===== src/rtl/dotp_pkg.sv =====
package dotp_pkg;
  localparam int HALF_W = 16;
  localparam int WORD_W = 2 * HALF_W;
  localparam int PROD_W = 2 * HALF_W;

  typedef logic signed [HALF_W-1:0] half_t;
  typedef logic signed [PROD_W-1:0] prod_t;

  typedef struct packed {
    half_t odd_e;
    half_t even_e;
  } pair_t;

  typedef enum logic [1:0] {
    PH_IDLE  = 2'd0,
    PH_ISSUE = 2'd1,
    PH_DRAIN = 2'd2
  } phase_t;

  function automatic prod_t half_mul(input half_t a, input half_t b);
    return prod_t'(a) * prod_t'(b);
  endfunction

  function automatic half_t trim_total(input logic [WORD_W+15:0] total);
    return half_t'(total[HALF_W-1:0]);
  endfunction
endpackage


===== src/rtl/dotp_issue.sv =====
module dotp_issue
  import dotp_pkg::*;
#(
  parameter int ADDR_W = 8,
  parameter int LEN_W  = 9
) (
  input  logic              clk,
  input  logic              rst_n,
  input  logic              start,
  input  logic [LEN_W-1:0]  vec_len,
  input  logic              drained,
  output logic              rd_fire,
  output logic [ADDR_W-1:0] rd_addr,
  output logic              accept,
  output logic              finish
);
  localparam int PAIR_W = LEN_W - 1;

  phase_t            phase;
  logic [PAIR_W-1:0] remain;
  logic [ADDR_W-1:0] addr_q;

  assign accept  = (phase == PH_IDLE) && start;
  assign rd_fire = (phase == PH_ISSUE) && (remain != '0);
  assign finish  = (phase == PH_DRAIN) && drained;
  assign rd_addr = addr_q;

  always_ff @(posedge clk or negedge rst_n) begin
    if (!rst_n) begin
      phase  <= PH_IDLE;
      remain <= '0;
      addr_q <= '0;
    end else begin
      unique case (phase)
        PH_IDLE: begin
          if (start) begin
            remain <= vec_len[LEN_W-1:1];
            addr_q <= '0;
            phase  <= PH_ISSUE;
          end
        end
        PH_ISSUE: begin
          if (remain != '0) begin
            addr_q <= addr_q + 1'b1;
            remain <= remain - 1'b1;
            if (remain == PAIR_W'(1)) phase <= PH_DRAIN;
          end else begin
            phase <= PH_DRAIN;
          end
        end
        PH_DRAIN: begin
          if (drained) phase <= PH_IDLE;
        end
        default: phase <= PH_IDLE;
      endcase
    end
  end

  // back-to-back strobes walk consecutive word addresses
  a_r3_addr_step: assert property (@(posedge clk) disable iff (!rst_n)
    (rd_fire && $past(rd_fire)) |-> (rd_addr == $past(rd_addr) + 1'b1));

  // an accepted start begins issuing at word zero
  a_r2_begin_at_zero: assert property (@(posedge clk) disable iff (!rst_n)
    accept |=> (phase == PH_ISSUE && rd_addr == '0));

  // a start seen while issuing does not reload the pair counter
  a_r10_busy_start_ignored: assert property (@(posedge clk) disable iff (!rst_n)
    (phase == PH_ISSUE && start && remain > PAIR_W'(1)) |=> (remain == $past(remain) - 1'b1));
endmodule


===== src/rtl/dotp_lanes.sv =====
module dotp_lanes
  import dotp_pkg::*;
#(
  parameter int LOAD_LAT = 4
) (
  input  logic              clk,
  input  logic              rst_n,
  input  logic              rd_fire,
  input  logic [WORD_W-1:0] coef_word,
  input  logic [WORD_W-1:0] data_word,
  output logic              load_vld,
  output logic              prod_vld,
  output prod_t             prod_even,
  output prod_t             prod_odd,
  output logic              inflight
);
  logic [LOAD_LAT-1:0] vld_pipe;
  pair_t               cw;
  pair_t               dw;

  generate
    if (LOAD_LAT == 1) begin : g_one
      always_ff @(posedge clk or negedge rst_n) begin
        if (!rst_n) vld_pipe <= '0;
        else        vld_pipe <= rd_fire;
      end
    end else begin : g_many
      always_ff @(posedge clk or negedge rst_n) begin
        if (!rst_n) vld_pipe <= '0;
        else        vld_pipe <= {vld_pipe[LOAD_LAT-2:0], rd_fire};
      end
    end
  endgenerate

  assign load_vld = vld_pipe[LOAD_LAT-1];
  assign cw       = pair_t'(coef_word);
  assign dw       = pair_t'(data_word);

  always_ff @(posedge clk or negedge rst_n) begin
    if (!rst_n) begin
      prod_vld  <= 1'b0;
      prod_even <= '0;
      prod_odd  <= '0;
    end else begin
      prod_vld <= load_vld;
      if (load_vld) begin
        prod_even <= half_mul(cw.even_e, dw.even_e);
        prod_odd  <= half_mul(cw.odd_e, dw.odd_e);
      end
    end
  end

  assign inflight = (|vld_pipe) | prod_vld;

  // a product is only ever formed from a word in its load-valid cycle
  a_r4_prod_follows_load: assert property (@(posedge clk) disable iff (!rst_n)
    prod_vld |-> $past(load_vld));

  // a load returns only if a strobe was issued earlier
  a_r4_load_has_strobe: assert property (@(posedge clk) disable iff (!rst_n)
    $rose(load_vld) |-> $past(inflight));
endmodule


===== src/rtl/dotp_accum.sv =====
module dotp_accum
  import dotp_pkg::*;
#(
  parameter int ACC_W = 40
) (
  input  logic  clk,
  input  logic  rst_n,
  input  logic  clear,
  input  logic  prod_vld,
  input  prod_t prod_even,
  input  prod_t prod_odd,
  input  logic  finish,
  output half_t result,
  output logic  done
);
  logic signed [ACC_W-1:0] acc_even;
  logic signed [ACC_W-1:0] acc_odd;
  logic signed [ACC_W-1:0] total;

  assign total = acc_even + acc_odd;

  always_ff @(posedge clk or negedge rst_n) begin
    if (!rst_n) begin
      acc_even <= '0;
      acc_odd  <= '0;
      result   <= '0;
      done     <= 1'b0;
    end else begin
      done <= finish;
      if (clear) begin
        acc_even <= '0;
        acc_odd  <= '0;
      end else if (prod_vld) begin
        acc_even <= acc_even + ACC_W'(prod_even);
        acc_odd  <= acc_odd + ACC_W'(prod_odd);
      end
      if (finish) result <= trim_total((WORD_W+16)'(total));
    end
  end

  // accepting a start empties both partial sums
  a_r11_clear_sums: assert property (@(posedge clk) disable iff (!rst_n)
    clear |=> (acc_even == '0 && acc_odd == '0));

  // completion flag lasts a single cycle
  a_r7_done_single: assert property (@(posedge clk) disable iff (!rst_n)
    done |=> !done);

  // the result only moves together with done
  a_r7_result_held: assert property (@(posedge clk) disable iff (!rst_n)
    !done |-> $stable(result));
endmodule


===== src/rtl/dotp_engine.sv =====
module dotp_engine
  import dotp_pkg::*;
#(
  parameter int ADDR_W   = 8,
  parameter int LEN_W    = 9,
  parameter int LOAD_LAT = 4,
  parameter int ACC_W    = 40
) (
  input  logic              clk,
  input  logic              rst_n,
  input  logic              start,
  input  logic [LEN_W-1:0]  vec_len,
  output logic              coef_rd,
  output logic [ADDR_W-1:0] coef_addr,
  input  logic [31:0]       coef_rdata,
  output logic              data_rd,
  output logic [ADDR_W-1:0] data_addr,
  input  logic [31:0]       data_rdata,
  output logic [15:0]       result,
  output logic              done
);
  logic              rd_fire;
  logic [ADDR_W-1:0] rd_addr;
  logic              accept;
  logic              finish;
  logic              load_vld;
  logic              prod_vld;
  prod_t             prod_even;
  prod_t             prod_odd;
  logic              inflight;
  half_t             result_s;

  dotp_issue #(.ADDR_W(ADDR_W), .LEN_W(LEN_W)) u_issue (
    .clk     (clk),
    .rst_n   (rst_n),
    .start   (start),
    .vec_len (vec_len),
    .drained (!inflight),
    .rd_fire (rd_fire),
    .rd_addr (rd_addr),
    .accept  (accept),
    .finish  (finish)
  );

  dotp_lanes #(.LOAD_LAT(LOAD_LAT)) u_lanes (
    .clk       (clk),
    .rst_n     (rst_n),
    .rd_fire   (rd_fire),
    .coef_word (coef_rdata),
    .data_word (data_rdata),
    .load_vld  (load_vld),
    .prod_vld  (prod_vld),
    .prod_even (prod_even),
    .prod_odd  (prod_odd),
    .inflight  (inflight)
  );

  dotp_accum #(.ACC_W(ACC_W)) u_accum (
    .clk       (clk),
    .rst_n     (rst_n),
    .clear     (accept),
    .prod_vld  (prod_vld),
    .prod_even (prod_even),
    .prod_odd  (prod_odd),
    .finish    (finish),
    .result    (result_s),
    .done      (done)
  );

  assign coef_rd   = rd_fire;
  assign data_rd   = rd_fire;
  assign coef_addr = rd_addr;
  assign data_addr = rd_addr;
  assign result    = result_s;

  // completion is never flagged while products are still in flight
  a_r8_done_after_drain: assert property (@(posedge clk) disable iff (!rst_n)
    done |-> $past(!inflight));

  // no strobe while a result is being reported
  a_r3_quiet_at_done: assert property (@(posedge clk) disable iff (!rst_n)
    done |-> !coef_rd);
endmodule


===== config.mk =====
export PLATFORM = sky130hd
export DESIGN_NAME = dotp_engine
export DESIGN_NICKNAME = d
export VERILOG_FILES = /design/src/rtl/dotp_pkg.sv /design/src/rtl/dotp_issue.sv /design/src/rtl/dotp_lanes.sv /design/src/rtl/dotp_accum.sv /design/src/rtl/dotp_engine.sv
export SDC_FILE = /design/constraint.sdc
export NUM_CORES = 1
export LEC_CHECK = 0
export BUFFER_PORTS_ARGS = -buffer_cell sky130_fd_sc_hd__buf_2
export CAP_MARGIN = 20
export CORE_ASPECT_RATIO = 0.8
export CORE_UTILIZATION = 40
export DETAILED_ROUTE_END_ITERATION = 10
export PLACE_DENSITY = 0.59
export SLEW_MARGIN = 20
export SYNTH_ARGS = -nofsm -noshare
export SYNTH_HDL_FRONTEND = slang
export SYNTH_SLANG_ARGS = --single-unit

===== constraint.sdc =====
create_clock -name clk -period 2.8 [get_ports clk]
set_clock_uncertainty 0.2 [all_clocks]
set_input_delay 0.42 -clock clk [delete_from_list [all_inputs] [get_ports clk]]
set_output_delay 0.42 -clock clk [all_outputs]
set_load 0.1 [all_outputs]

; Word level (Yosys, flattened, before mapping)
; Cells that the tools add are included.
[op_classes]
addsub = 5
n_mul = 2
eq_ne = 7
mux = 15
bitwise = 1
n_reduce_logical = 11
[op_table]
columns = op, n
row1 = two-way mux 40 bit, 4
row2 = adder 40 x 32 -> 40 bit, 2
row3 = multiplier 16 x 16 -> 32 bit, 2
row4 = two-way mux 8 bit, 4
row5 = case mux 8 bit (2 select lines), 2
row6 = adder 16 bit, 1
row7 = adder 8 x 1 -> 8 bit (second input constant), 1
row8 = equality test 8 x 1 -> 1 bit (second input constant), 1
row9 = two-way mux 2 bit, 4
row10 = nonzero test 8 bit, 1
row11 = subtractor 8 x 1 -> 8 bit (second input constant), 1
row12 = inequality test 2 bit (second input constant), 3
row13 = case mux 2 bit (3 select lines), 1
row14 = AND reduction 3 bit, 2
row15 = nonzero test 2 bit, 2
row16 = OR reduction 4 bit, 1
row17 = logical AND 1 bit, 3
row18 = inequality test 3 bit (second input constant), 1
row19 = equality test 2 x 1 -> 1 bit (second input constant), 1
row20 = equality test 2 bit (second input constant), 1
row21 = zero test 2 bit, 1
row22 = zero test 1 bit, 1
row23 = bitwise OR 1 bit, 1
[word_totals]
ff_bits = 184
in_bits = 76

; Depth between registers and ports, before layout
[logic_depth]
ltp_word = 4
mapped_depth = 22
depth_no_buf = 21

; Modules after synthesis
; From an unflattened synthesis, not the netlist that was laid out.
[unflattened]
hier_cells = 2908
hier_area_um2 = 27426.3
[by_module_without_submodules]
columns = mod, instances, cells_per_inst, area_each_um2, seq_area_each_um2
row1 = dotp_lanes, 1, 2326, 22148.7, 1726.7
row2 = dotp_accum, 1, 462, 4192.8, 1226.2
row3 = dotp_issue, 1, 110, 1013.5, 450.4
row4 = dotp_engine, 1, 10, 71.3, 0.0

; Worst setup path after synthesis
; OpenSTA, ideal clock, no wires.
[synth_timing]
path_kind = input to register
start = input port coef_rdata[22]
end = register u_lanes.prod_odd[14]
setup_time_ns = 0.125
arrival_time_ns = 5.182
t_required_ns = 2.475
slack_ns = -2.706
path_stages = 18
path_cell_list = clkbuf_1 -> and2_1 -> fa_1 -> inv_1 -> fa_1 -> fa_1 -> inv_1 -> fa_1 -> fa_1 -> inv_1 -> fa_1 -> inv_1 -> ha_1 -> or3_1 -> o21ai_0 -> a21oi_1 -> xor2_1 -> mux2_2
[synth_between]
elab_chain_len = 1
[synth_lines]
columns = element, line_no
row1 = "start, declared", dotp_engine.sv:15  ; input logic [31:0] coef_rdata,
row2 = multiplier 16 x 16 -> 32 bit, dotp_pkg.sv:21  ; return prod_t'(a) * prod_t'(b);
row3 = "end signal, assigned", dotp_lanes.sv:48  ; prod_odd <= half_mul(cw.odd_e, dw.odd_e);
row4 = "end, declared", dotp_lanes.sv:14  ; output prod_t prod_odd,
; Every way passes these cells.
; A chain may end at the register's enable or synchronous reset.

; Worst setup path after layout
[layout_timing]
start = input port data_rdata[1]
end = register u_lanes.prod_even[14]
[layout_between]
elab_chain_len = 1
[layout_lines]
columns = element, line_no
row1 = "start, declared", dotp_engine.sv:18  ; input logic [31:0] data_rdata,
row2 = multiplier 16 x 16 -> 32 bit, dotp_pkg.sv:21
row3 = "end signal, assigned", dotp_lanes.sv:47  ; prod_even <= half_mul(cw.even_e, dw.even_e);
row4 = "end, declared", dotp_lanes.sv:13  ; output prod_t prod_even,
; Every way passes these cells.

==> metrics.md <==
| Metric | Value |
|---|---|
| Status | `finished with violations` |
| Failing checks | `negative setup slack` |
| Hold Path Class | `input pin to register` |
| CP Data Required Time | `2.85 ns` |
| Crit Path Max Fanout | `6` |
| Wire per inst | `14.9 um` |
| Post-synthesis sequential area ratio | `18.1%` |
| Prevailing post-synth register cell | `dfrtp_1` |
| CTS tree | `yes` |
| Critical Path End | `u_lanes.prod_even[14]` |
| Initial DRC Count | `481` |
| # setup viols final | `24` |
| Worst endpoint data arrival time | `5.10 ns` |
| Synthesized instance count | `between 1500 and 2000` |
| Drt via density | `~4.8` |
| Post-synth top area share | `between 20% and 30%` |
| H-tree Lvls | `3` |
| WL final | `34900 um` |
| Final Util | `53.8%` |
| Effective utilization at floorplan | `approximately two fifths` |
| CORE AREA | `35100 um2` |
| Hold Vio Cnt, Final | `0` |
| Fmax | `198 MHz` |
| Combinational share of power | `a little over four fifths` |
| R2r startpoint | `u_accum.acc_even[1]` |
| Seq cells post-synth | `104` |
| VDD IR max | `1030 uV` |
| Post-synth EDFFs | `0` |
| Critical Path Start | `data_rdata[1]` |
| Commonest cells after routing, fill and taps aside | `inv_1 (221), nand2_1 (182), buf_4 (160), fa_1 (137), ha_1 (112)` |
| Final Wtd Congestion | `0.876` |
| Int Power | `14100 uW` |
| Dpl ws | `-2.79 ns` |
| Critical Path End Type | `register` |
| Static Leak | `0.00919 uW` |
| Max incr delay on CP | `0.56 ns` |
| Largest area contributor in the netlist | `fa_1` |
| Fin worst setup slack | `-2.24 ns` |
| Max-Cap Viols | `0` |
| Final min period | `between 5 and 6 ns` |
| Fraction of layout instances using a drive strength above 1 | `32.3%` |
| Nets | `2278` |
| Initial antenna violation count | `0` |
| Net Sw Frac | `45.4%` |
| Setup crit start kind | `input pin` |
| R2R Setup Slk | `0.09 ns` |
| Mapped Nets | `between 2000 and 2500` |
| Post-Syn Area | `14400 um2` |
| Reg-to-Reg End | `u_accum.acc_even[15]` |
| Die ar. | `between 30000 and 40000 um2` |
| Seq pwr share | `11.4%` |
| FFs w/ async S/R, synth | `100%` |
| Clock network fraction of total power | `5.3%` |
| CTS Buf Count | `9` |
| Clock transition at path regs | `0.08 ns` |
| Global-route wire length before repair | `59700 um` |
| Net Sw Power | `11700 uW` |
| CTS root buf | `clkbuf_16` |
| Largest net degree at the start of global routing | `55` |
| Clock Path Buffers | `2` |
| RSZ-0062 raised after global routing | `yes` |
| N_diodes | `0` |
| Worst-Skew Late Latency | `0.36 ns` |
| Clock sinks | `104` |
| Die width | `214 um` |
| GRT Total Usage | `20.0%` |
| Slew margin rel. | `61.1%` |
| Pre-antenna DRT Iters | `5` |
| Area growth from synthesis to layout | `31.0%` |
| PwrDens | `1360 nW/um2` |
| Worst reg-to-reg path cell count | `9` |
| Avg Cell Area, Syn | `8.89 um2` |
| Part of the cycle the worst path needs | `180%` |
| Die Y | `172 um` |
| DP HPWL | `28600 um` |
| Max stage delay cell, worst path | `fa_1` |
| Final routed DRC violation total | `0` |
| # port buffers | `109` |
| Worst Tran Pin Value | `between 0.5 and 0.6 ns` |
| Vias | `11300` |
| Number of distinct library cells after synthesis | `63` |
| Fin. max-slew vios | `0` |
| Ranking of synthesized cells by area | `fa_1 (22%), dfrtp_1 (18%), ha_1 (15%)` |
| ANT nets after route | `0` |
| Number of global-route vias before repair | `12000` |
| Critical path class | `input pin to register` |
| CP cell instances | `buf_8 > and2_4 > fa_1 > inv_2 > fa_1 > inv_1 > fa_2 > inv_2 > fa_2 > fa_2 > fa_1 > inv_2 > ha_4 > buf_6 > nand3_4 > o21ai_4 > o211ai_1 > xnor2_1 > mux2_4` |
| YS warnings | `0` |
| Commonest non-fill, non-tap cell in the layout | `inv_1` |
| Row count | `61` |
| # IOs | `about 110` |
| Congestion Overflow GR | `0` |
## worst max-delay path: cells and delay by family
kind                       cells  cell delay (ns)
adders and majority gates      7             3.38
xor gates and xnor gates       1             0.15
muxes                          1             0.26
and+or+nand+nor                2             0.21
buffers and inverters          6             0.40
AOI/OAI and AO/OA              2             0.28
## how the worst min path moves through the flow
stage	start	endpoint	slack, ns	cells after the start
after floorplan	rst_n	u_accum.acc_even[0]	-0.08	0
after global placement	rst_n	u_accum.result[5]	0.15	1
after detailed placement	rst_n	u_accum.result[5]	0.15	1
after CTS	vec_len[1]	u_issue.remain[0]	0.1	3
after global routing	vec_len[1]	u_issue.remain[0]	0.11	3
final	vec_len[1]	u_issue.remain[0]	0.11	3
## final cells by class
type                       count  area (um2)
tap                          472         591
fill                        3236       16200
multi-input combinational   1190       12000
clock inverter                 7        95.1
timing repair buffer         297        2390
sequential                   104        2600
inverter                     268        1010
clock buffer                   9         225
## synth_stat cells, drive strengths merged (12+ instances only)
cell type  number
nor2           73
nand2         200
or3            12
and2          127
a21o           14
clkbuf         47
inv           267
a21oi          46
nand3          21
mux2i          24
mux2           29
fa            161
o21ai          55
nor3           31
buf            12
xor2           31
dfrtp         104
ha            171
xnor2          93
## timing repair
item                       in CTS  in global routing
pin swaps                     113                 59
hold endpoints to repair       21                  0
hold buffers                    1                  0
buffers inserted               18                  9
gates resized for setup       173                 84
setup endpoints to repair      27                 34
## routing by layer
metal / GRT usage [%] / vias to the layer above / routed length (um)
met4: 3.20 / 0 / 362
li1: - / 5630 / -
met5: 0 / - / 0
met3: 3.18 / 27 / 1310
met2: 32.9 / 152 / 15900
met1: 28.1 / 5517 / 17300
## through the flow
stage	hold slack, ns	power [uW]	instances	setup TNS [ns]	area, um2
floorplan	-0.0756	17400	1621	-38.81	15600
global placement	0.147	21700	2308	-48.47	17400
detailed placement	0.150	22100	2308	-49.19	17400
CTS	0.0998	24800	2342	-36.89	18500
global route	0.108	28400	2347	-40.14	18900
finish	0.111	25800	2347	-37.16	18900
## flip-flops by register name, indices dropped and copies added, names as in the netlist, 4 cells and up
signal	flops
u_accum.acc_even	16
u_accum.acc_odd	16
u_accum.result	16
u_lanes.prod_even	16
u_lanes.prod_odd	16
u_issue.rd_addr	8
u_issue.remain	8
u_lanes.vld_pipe	4
## cells by family (layout without fill, tap and decap cells)
| kind of cell | Yosys count | after routing | share of synthesized area (%) |
|---|---|---|---|
| compound gates | 172 | 172 | 7.31 |
| xor+xnor | 124 | 124 | 7.54 |
| fa+ha+maj | 332 | 332 | 37.2 |
| buf+inv | 327 | 581 | 8.76 |
| flops | 104 | 104 | 18.1 |
| mux | 53 | 53 | 3.93 |
| simple gates | 509 | 509 | 17.2 |
## power by group through the flow
stage                     sequential [uW]  clock (uW)  combinational [uW]
final                                2940        1370               21500
after global routing                 3020        1470               23900
after CTS                            2910        1430               20400
after detailed placement             2930           0               19200
after global placement               2920           0               18800
after floorplan                      2970           0               14500
Note: power is estimated with default switching activity, not from simulation.
